File: config.mk
export PLATFORM = sky130hd
export DESIGN_NAME = flash_range_guard
export DESIGN_NICKNAME = d
export VERILOG_FILES = /design/src/rtl/fpr_pkg.sv /design/src/rtl/fpr_reg_bank.sv /design/src/rtl/fpr_range_cmp.sv /design/src/rtl/fpr_prio_pick.sv /design/src/rtl/flash_range_guard.sv
export SDC_FILE = /design/constraint.sdc
export NUM_CORES = 1
export LEC_CHECK = 0
export BUFFER_PORTS_ARGS = -buffer_cell sky130_fd_sc_hd__buf_2
export CELL_PAD_IN_SITES_DETAIL_PLACEMENT = 1
export CELL_PAD_IN_SITES_GLOBAL_PLACEMENT = 2
export CORE_ASPECT_RATIO = 1.4
export CORE_UTILIZATION = 35
export CTS_CLUSTER_DIAMETER = 50
export DETAILED_ROUTE_END_ITERATION = 16
export PLACE_DENSITY_LB_ADDON = 0.1
export SYNTH_ARGS = -nofsm -noshare
export SYNTH_HDL_FRONTEND = slang
export SYNTH_SLANG_ARGS = --single-unit
File: constraint.sdc
create_clock -name clk -period 2.5 [get_ports clk]
set_input_delay 0.5 -clock clk [delete_from_list [all_inputs] [get_ports clk]]
set_output_delay 0.5 -clock clk [all_outputs]
set_load 0.01 [all_outputs]
File: src/rtl/fpr_pkg.sv
package fpr_pkg;

  localparam int REG_W       = 32;
  localparam int FLASH_ADDR_W = 25;
  localparam int PAGE_BITS   = 12;
  localparam int PAGE_W      = FLASH_ADDR_W - PAGE_BITS;

  // bits 30:29 and 14:13 are never stored
  localparam logic [REG_W-1:0] KEEP_MASK = 32'h9FFF_9FFF;

  typedef enum logic [1:0] {
    ACC_READ  = 2'd0,
    ACC_WRITE = 2'd1,
    ACC_ERASE = 2'd2,
    ACC_NONE  = 2'd3
  } acc_kind_e;

  typedef struct packed {
    logic              mod_prot;   // bit 31
    logic [1:0]        pad_hi;     // bits 30:29
    logic [PAGE_W-1:0] top_page;   // bits 28:16
    logic              rd_prot;    // bit 15
    logic [1:0]        pad_lo;     // bits 14:13
    logic [PAGE_W-1:0] base_page;  // bits 12:0
  } range_word_t;

  function automatic range_word_t clean_word(input logic [REG_W-1:0] raw);
    return range_word_t'(raw & KEEP_MASK);
  endfunction

  function automatic logic [FLASH_ADDR_W-1:0] floor_addr(input logic [PAGE_W-1:0] pg);
    return {pg, {PAGE_BITS{1'b0}}};
  endfunction

  function automatic logic [FLASH_ADDR_W-1:0] ceil_addr(input logic [PAGE_W-1:0] pg);
    return {pg, {PAGE_BITS{1'b1}}};
  endfunction

  function automatic logic kind_guarded(input acc_kind_e k, input logic rd_en,
                                        input logic mod_en);
    case (k)
      ACC_READ:              return rd_en;
      ACC_WRITE, ACC_ERASE:  return mod_en;
      default:               return 1'b0;
    endcase
  endfunction

endpackage

File: src/rtl/fpr_reg_bank.sv
module fpr_reg_bank
  import fpr_pkg::*;
#(
  parameter int NUM_RANGES = 5,
  parameter int IDX_W      = $clog2(NUM_RANGES)
) (
  input  logic                          clk,
  input  logic                          rst_n,
  input  logic                          cfg_we,
  input  logic [IDX_W-1:0]              cfg_idx,
  input  logic [REG_W-1:0]              cfg_wdata,
  input  logic [IDX_W-1:0]              cfg_ridx,
  output logic [REG_W-1:0]              cfg_rdata,
  input  logic                          lock_in,
  output logic                          locked,
  output logic [NUM_RANGES-1:0]         mod_vec,
  output logic [NUM_RANGES-1:0]         rd_vec,
  output logic [NUM_RANGES*PAGE_W-1:0]  base_flat,
  output logic [NUM_RANGES*PAGE_W-1:0]  top_flat
);

  range_word_t regs_q [NUM_RANGES];
  logic        lock_q;
  logic        wr_open;

  // a lock request in flight already closes the write path
  assign wr_open = cfg_we && !lock_q && !lock_in;

  always_ff @(posedge clk or negedge rst_n) begin
    if (!rst_n) lock_q <= 1'b0;
    else if (lock_in) lock_q <= 1'b1;
  end

  for (genvar g = 0; g < NUM_RANGES; g++) begin : g_reg
    always_ff @(posedge clk or negedge rst_n) begin
      if (!rst_n) begin
        regs_q[g] <= '0;
      end else if (wr_open && (cfg_idx == IDX_W'(g))) begin
        regs_q[g] <= clean_word(cfg_wdata);
      end
    end
    assign mod_vec[g]                      = regs_q[g].mod_prot;
    assign rd_vec[g]                       = regs_q[g].rd_prot;
    assign base_flat[g*PAGE_W +: PAGE_W]   = regs_q[g].base_page;
    assign top_flat[g*PAGE_W +: PAGE_W]    = regs_q[g].top_page;
  end

  always_comb begin
    cfg_rdata = '0;
    for (int i = 0; i < NUM_RANGES; i++) begin
      if (cfg_ridx == IDX_W'(i)) cfg_rdata = regs_q[i];
    end
  end

  assign locked = lock_q;

endmodule

File: src/rtl/fpr_range_cmp.sv
module fpr_range_cmp
  import fpr_pkg::*;
(
  input  logic [FLASH_ADDR_W-1:0] addr,
  input  acc_kind_e               kind,
  input  logic [PAGE_W-1:0]       base_page,
  input  logic [PAGE_W-1:0]       top_page,
  input  logic                    rd_en,
  input  logic                    mod_en,
  output logic                    hit
);

  logic above_floor;
  logic below_ceil;
  logic guarded;

  assign above_floor = addr >= floor_addr(base_page);
  assign below_ceil  = addr <= ceil_addr(top_page);
  assign guarded     = kind_guarded(kind, rd_en, mod_en);
  assign hit         = guarded && above_floor && below_ceil;

endmodule

File: src/rtl/fpr_prio_pick.sv
module fpr_prio_pick #(
  parameter int N     = 5,
  parameter int IDX_W = $clog2(N)
) (
  input  logic [N-1:0]     req,
  output logic             any,
  output logic [IDX_W-1:0] idx
);

  always_comb begin
    any = |req;
    idx = '0;
    for (int i = N - 1; i >= 0; i--) begin
      if (req[i]) idx = IDX_W'(i);
    end
  end

endmodule

File: src/rtl/flash_range_guard.sv
module flash_range_guard
  import fpr_pkg::*;
#(
  parameter int NUM_RANGES = 5,
  parameter int IDX_W      = $clog2(NUM_RANGES)
) (
  input  logic                    clk,
  input  logic                    rst_n,
  input  logic                    cfg_we,
  input  logic [IDX_W-1:0]        cfg_idx,
  input  logic [31:0]             cfg_wdata,
  input  logic [IDX_W-1:0]        cfg_ridx,
  output logic [31:0]             cfg_rdata,
  input  logic                    lock_in,
  output logic                    locked,
  input  logic                    req_valid,
  input  logic [24:0]             req_addr,
  input  logic [1:0]              req_kind,
  output logic                    viol,
  output logic [IDX_W-1:0]        viol_idx
);

  logic [NUM_RANGES-1:0]         mod_vec;
  logic [NUM_RANGES-1:0]         rd_vec;
  logic [NUM_RANGES*PAGE_W-1:0]  base_flat;
  logic [NUM_RANGES*PAGE_W-1:0]  top_flat;
  logic [NUM_RANGES-1:0]         hit_vec;
  logic                          any_hit;
  logic [IDX_W-1:0]              first_hit;
  acc_kind_e                     kind_e;
  logic                          enforce;

  assign kind_e = acc_kind_e'(req_kind);

  fpr_reg_bank #(.NUM_RANGES(NUM_RANGES), .IDX_W(IDX_W)) u_bank (
    .clk       (clk),
    .rst_n     (rst_n),
    .cfg_we    (cfg_we),
    .cfg_idx   (cfg_idx),
    .cfg_wdata (cfg_wdata),
    .cfg_ridx  (cfg_ridx),
    .cfg_rdata (cfg_rdata),
    .lock_in   (lock_in),
    .locked    (locked),
    .mod_vec   (mod_vec),
    .rd_vec    (rd_vec),
    .base_flat (base_flat),
    .top_flat  (top_flat)
  );

  for (genvar g = 0; g < NUM_RANGES; g++) begin : g_cmp
    fpr_range_cmp u_cmp (
      .addr      (req_addr),
      .kind      (kind_e),
      .base_page (base_flat[g*PAGE_W +: PAGE_W]),
      .top_page  (top_flat[g*PAGE_W +: PAGE_W]),
      .rd_en     (rd_vec[g]),
      .mod_en    (mod_vec[g]),
      .hit       (hit_vec[g])
    );
  end

  fpr_prio_pick #(.N(NUM_RANGES), .IDX_W(IDX_W)) u_pick (
    .req (hit_vec),
    .any (any_hit),
    .idx (first_hit)
  );

  assign enforce  = locked && req_valid;
  assign viol     = enforce && any_hit;
  assign viol_idx = viol ? first_hit : '0;

endmodule

==> results of run 1 <==
-- final timing paths --
kind | end | cells past startpoint | slack (ps) | startpoint
setup / recovery | viol_idx[0] | 10 | -870 | u_bank.top_flat[43]
hold / removal | u_bank.base_flat[53] | 1 | 40 | rst_n
setup reg to reg | u_bank.top_flat[37] | 7 | 460 | u_bank.locked
hold reg to reg | u_bank.top_flat[64] | 1 | 530 | u_bank.top_flat[64]
max in group asynchronous | u_bank.top_flat[3] | 2 | 1770 | rst_n
min in group clk | u_bank.locked | 3 | 290 | lock_in
-- power breakdown --
| part | switching, mW | leakage (nW) | total (mW) | internal, mW |
|---|---|---|---|---|
| clock | 1.06 | 0.307 | 2.78 | 1.72 |
| combinational | 0.551 | 4.39 | 1.04 | 0.492 |
| sequential | 0.0391 | 1.71 | 2.38 | 2.34 |
| total | 1.65 | 6.41 | 6.20 | 4.55 |
-- metrics by stage --
stage / setup WS [ps] / cells / area (sq um)
6_report: -870 / 1594 / 12800
3_3_place_gp: -732 / 1556 / 12000
4_1_cts: -846 / 1590 / 12600
5_1_grt: -975 / 1594 / 12800
2_1_floorplan: -155 / 966 / 9820
3_5_place_dp: -807 / 1556 / 12000
-- sequential cells by signal, summed over array words and instances (netlist names) --
name / cells
u_bank.top_flat: 65
u_bank.base_flat: 65
u_bank.locked: 1
u_bank.mod_vec: 5
u_bank.rd_vec: 5
-- final cells by class --
class	count	share of cell area, %
multi-input cells	632	44.5
flip-flops and latches	141	27.6
repair buffers	263	14.7
inverters	161	4.73
clock buffers	21	3.60
well taps	365	3.57
clock inverters	11	1.29
-- synthesized netlist by cell type (2+ instances only) --
cell type    n
inv_1      161
dfrtp_1    141
ha_1       132
nand2_1     99
mux2_2      90
o21ai_0     86
a21oi_1     39
mux4_2      28
nand4_1     26
clkbuf_1    24
nor2_1      23
nand3_1     16
a21o_1      15
nor3_1       7
a22oi_1      6
and4_1       6
nor2b_1      6
nor4_1       5
a221o_1      4
buf_2        4
buf_4        4
and3_1       3
a2111oi_2    2
a211o_1      2
a211oi_1     2
a21boi_0     2
a221oi_1     2
o211ai_1     2
o31ai_1      2
-- metal layers --
metal | wire length (um) | track usage (%) | vias to the layer above
li1 | - | - | 3879
met1 | 14200 | 30.0 | 4086
met2 | 17100 | 44.8 | 91
met3 | 632 | 3.36 | 27
met4 | 499 | 7.09 | 0
met5 | 0 | 0 | -
-- cell families after synthesis --
kind of cell	after synthesis	synth area share (%)
AO/OA/AOI/OAI	179	11.3
adder cells (fa/ha/maj)	132	17.2
buffers and inverters	193	7.75
flip-flops	141	36.7
multiplexers	118	17.1
other	1	0.0390
AND/OR/NAND/NOR	199	9.90
-- repair_timing --
action / in CTS / in global routing
gates resized for setup: 9 / 21
endpoints found under the setup margin: 4 / 4
pin swaps: 4 / 18
hold buffers: 0 / 0
buffers inserted: 2 / 5
-- worst max-delay path, cell delays in order (launching register included) --
cell and delay (ps):
dfrtp_1 390, inv_1 120, ha_4 220, and4_4 160
a221o_1 370, a2111oi_4 360, o221a_2 260, buf_6 110
a21oi_4 50, nor3_4 210, buf_2 160
==> metrics, run 1 <==
ant diodes 0; drt first-iter violations ~250; CTS max path bufs 2; setup TNS -3290 ps; Crit Path Class flip-flop to output port; first-pass GRT wire length between 50000 and 60000 um; post-layout util a little under half; # setup viols final 4; Pwr Density roughly 490 nW/um^2; post-route ant nets 0; max_slew headroom approximately 60%; RePlAce Congestion ~0.83; die footprint between 20000 and 30000 sq um; Overall Power between 6 and 7 mW; Max-Cap Viols 0; Post-Syn Area between 9000 and 10000 sq um; Static Leak between 6 and 7 nW; # IOs around 110; Synth warnings 0; multi-input logic area between 5000 and 6000 sq um; clk_skew roughly 7 ps; CTS sink cnt 141; Achievable Freq between 200 and 300 MHz; status finished with violations; # nets final around 1400; grt ovf 0; Placeable Area 26900 sq um; H-tree Lvls 4; CP Max Fanout 2; Die Wd about 140 um; final hold viol count 0; RSZ-0062 raised after global routing yes; startpoint types flip-flop; CTS root buf clkbuf_16; ranking of synthesized cells by area dfrtp_1, ha_1, mux2_2; initial cell density of the core 35.7%; vias in the first global route roughly 8900; HP Class primary input to asynchronous set/reset pin; GRT Util Overall between 20% and 30%; worst endpoint required time 2000 ps; Max Slew Vio Count 0; die height approximately 200 um; Synth area leader dfrtp_1; Via-to-Cell Ratio just over 5; wirelength, routed roughly 32000 um; commonest non-fill, non-tap cells in the layout inv_1, buf_4, dfrtp_1, ha_1, nand2_1; Worst-Skew Late Latency ~440 ps; Clk pin slew, worst setup/hold paths ~70 ps; Post-synth ARST share 100%; leading cell type in the layout, fill and taps excluded inv_1; CP Capture Type output port; PortBufs between 90 and 100; Worst Hold Margin between 40 and 50 ps; post-DP HPWL approximately 25000 um; Slew @ Worst Pin 603 ps; drc violations 0; sequential element share of the synthesized area a little under two fifths; post-synthesis register bit count 141; initial antenna violation count 0; DR WL/cell just over 20 um; largest net degree at the start of global routing 56; cts bufs inserted 17; Arr. time, crit path approximately 2900 ps; Period minus WS final 3370 ps; Max IR drop VDD about 0.5 mV; instance count of the mapped netlist 963; drt pass-1 iters 4; post-route setup slack -870 ps; Cell variety after synth 53; crit share post-route 135%; failing checks setup timing; Mean Syn Cell Area approximately 10 sq um; FF+latch area 3530 sq um; Area growth, synth to finish 33.1%; Post-synth EDFFs 0; row cnt between 70 and 80; DR vias roughly 8000; filler cell count a little over 3000; CTS tree yes; Yosys top cell area share around 37%; layout cells sized above 1 between 30% and 40%; Synth Flop Type dfrtp_1
No activity file was read; power rests on OpenSTA's default activity.
==> run 2, diff against run 1 <==
- ABC_AREA: unset -> 1
- CORE_MARGIN: unset -> 2
- CORE_UTILIZATION: 35 -> 31
==> metrics, run 2 <==
ant diodes 0; drt first-iter violations ~310; die footprint about 34000 sq um; reg2reg end u_bank.base_flat[60]; Die Wd about 160 um; initial antenna violation count 0; filler cell count between 3000 and 4000; CTS sink cnt ~140; Area growth, synth to finish 36.1%; wirelength, routed a little under 40000 um; # nets final 1763; Max-Cap Viols 0; post-DP HPWL 27800 um; fraction of power spent switching nets approximately 30%; startpoint types primary input; first-pass GRT wire length around 57000 um; Synth warnings 0; switching pwr roughly 1.8 mW; crit share post-route 118%; row cnt 77; clk_skew around 6.0 ps; Synth top cells by count nand2_1, inv_1, dfrtp_1, ha_1, o21ai_0; sequential element share of the synthesized area between 30% and 40%; Placeable Area 31700 sq um; CP Capture Type output port; Achievable Freq about 340 MHz; drt pass-1 iters 5; Synth Flop Type dfrtp_1; placed instance area ~12000 sq um; failing checks setup timing; final hold viol count 0; DR WL/cell between 15 and 20 um; largest net degree at the start of global routing 57; Static Leak just over 6 nW; post-route ant nets 0; CP Max Fanout 10; Clk network pwr share approximately two fifths; H-tree Lvls 4; Yosys top cell area share a little over a third; Reg power frac about 39%; # setup viols final 4; combinational share of power around a fifth; CTS max path bufs 2; most numerous cell in the Yosys netlist nand2_1; RePlAce Congestion 0.858; worst endpoint required time about 2000 ps; Worst-Skew Late Latency roughly 450 ps; Crit Path Class primary input to output port; layout cells sized above 1 29.8%; ranking of synthesized cells by area dfrtp_1, ha_1, nand2_1; PortBufs a little under 100; Cell variety after synth 32; commonest non-fill, non-tap cells in the layout nand2_1, inv_1, dfrtp_1, o21ai_0, buf_4; Via-to-Cell Ratio between 4 and 5; HP Class primary input to asynchronous set/reset pin; worst r2r path cells 6; Overall Power 6.10 mW; Post-synth ARST share between 90% and 100%; post-route setup slack -438 ps; Max IR drop VDD around 0.34 mV; CTS tree yes; CTS Hold Bufs 0; Slew @ Worst Pin ~720 ps; die height ~220 um; crit path cell chain buf_2 > ha_4 > nand2_1 > nor2_4 > buf_6 > and2_2 > nand2_2 > nand3_2 > nand2_2 > inv_2 > nor2_4 > nor2_4 > buf_6 > nor3_4 > buf_2; worst reg2reg startpoint u_bank.locked; R2R Setup Slk roughly 740 ps; instance count of the mapped netlist approximately 1400; grt ovf 0; worst slack at placement -459 ps; CP startpoint req_addr[17]; CP most frequent cell nor2_4; FF+latch area roughly 3500 sq um; Mean Syn Cell Area between 7 and 8 sq um; Max Slew Vio Count 0; DR vias 9626; GRT Util Overall 22.8%; Worst Hold Margin between 30 and 40 ps; leading cell type in the layout, fill and taps excluded nand2_1; CTS root buf clkbuf_16; vias in the first global route a little over 10000; P_int ~4.3 mW; Period minus WS final approximately 2900 ps; Synth area leader dfrtp_1; CP endpoint viol_idx[1]; initial cell density of the core between 30% and 40%; Pwr Density roughly 450 nW/um^2; status finished with violations; post-synthesis register bit count approximately 140; # IOs approximately 110; RSZ-0062 raised after global routing yes; drc violations 0; multi-input logic area 6590 sq um; max_slew headroom approximately 52%; Clk pin slew, worst setup/hold paths approximately 60 ps; Arr. time, crit path roughly 2400 ps; fin area 13600 sq um; Post-Syn Area 9990 sq um; CP max-delay cell buf_2; slowest stage delay, CP 360 ps; Post-synth EDFFs 0; cts bufs inserted 17
[run 2: changes by cell type after synthesis, moves of 15 or more]
cell,before,now
a21oi_1,39,78
nand2_1,99,374
a21o_1,15,0
nand3_1,16,41
buf_2,4,22
inv_1,161,223
o21ai_0,86,124
o22ai_1,1,26
mux4_2,28,0
mux2_2,90,0
nor2_1,23,71
o21ai_1,1,27
[run 2: repair_timing]
| item | CTS | global route |
|---|---|---|
| endpoints found under the setup margin | 4 | 6 |
| buffers inserted | 8 | 27 |
| pin swaps | 32 | 69 |
| gates resized for setup | 77 | 164 |
[run 2: layout make-up]
class                           count  area share [%]
Inverter                          227            6.27
Multi-Input combinational cell    953            48.4
Timing Repair Buffer              221            11.6
Tap cell                          395            3.63
Clock buffer                       23            3.44
Clock inverter                      7           0.662
Sequential cell                   141            25.9
[run 2: logic make-up (layout without fill, tap and decap cells)]
group | count (synthesis) | after routing | share of synthesized area, %
simple gates | 533 | 533 | 22.0
compound gates | 284 | 284 | 15.4
buf+inv | 272 | 478 | 10.7
flops | 141 | 141 | 35.3
fa+ha+maj | 132 | 132 | 16.5
other cells | 1 | 4 | 0.0375
[run 2: worst min-delay path by stage]
stage	start	depth (start not counted)	slack, ps	endpoint
floorplan	rst_n	0	200	u_bank.base_flat[0]
global placement	u_bank.top_flat[50]	2	470	u_bank.top_flat[50]
detailed placement	u_bank.base_flat[63]	2	470	u_bank.base_flat[63]
CTS	rst_n	1	40	u_bank.base_flat[59]
global route	rst_n	1	60	u_bank.base_flat[6]
finish	rst_n	1	30	u_bank.base_flat[6]
[run 2: power by group through the flow]
stage | Clock, mW | Sequential (mW) | Combinational (mW)
3_5_place_dp | 0 | 2.40 | 0.964
3_3_place_gp | 0 | 2.40 | 0.945
4_1_cts | 2.63 | 2.36 | 1.03
2_1_floorplan | 0 | 2.40 | 0.483
5_1_grt | 2.72 | 2.37 | 1.33
6_report | 2.55 | 2.36 | 1.18
[run 2: routing by layer]
layer | part of all wire, % | wire [um] | track usage, %
met4 | 2.9 | 1120 | 8.04
met3 | 1.6 | 598 | 2.80
met2 | 55 | 21000 | 43.9
met1 | 41 | 15600 | 25.3
met5 | 0 | 0 | 0
[run 2: metrics by stage]
| step | cells | setup TNS, ps | util (%) |
|---|---|---|---|
| after floorplan | 1366 | 0 | - |
| after global placement | 1904 | -1750 | 36.6 |
| after detailed placement | 1904 | -1780 | 36.6 |
| after CTS | 1942 | -1740 | 39.7 |
| after global routing | 1967 | -2220 | 42.9 |
| final | 1967 | -1640 | 42.9 |
[run 2: worst max-delay path: cells and delay by family]
family,cells,cell delay [ps]
buffers and inverters,5,790
adder cells (fa/ha/maj),1,280
AND/OR/NAND/NOR,9,860
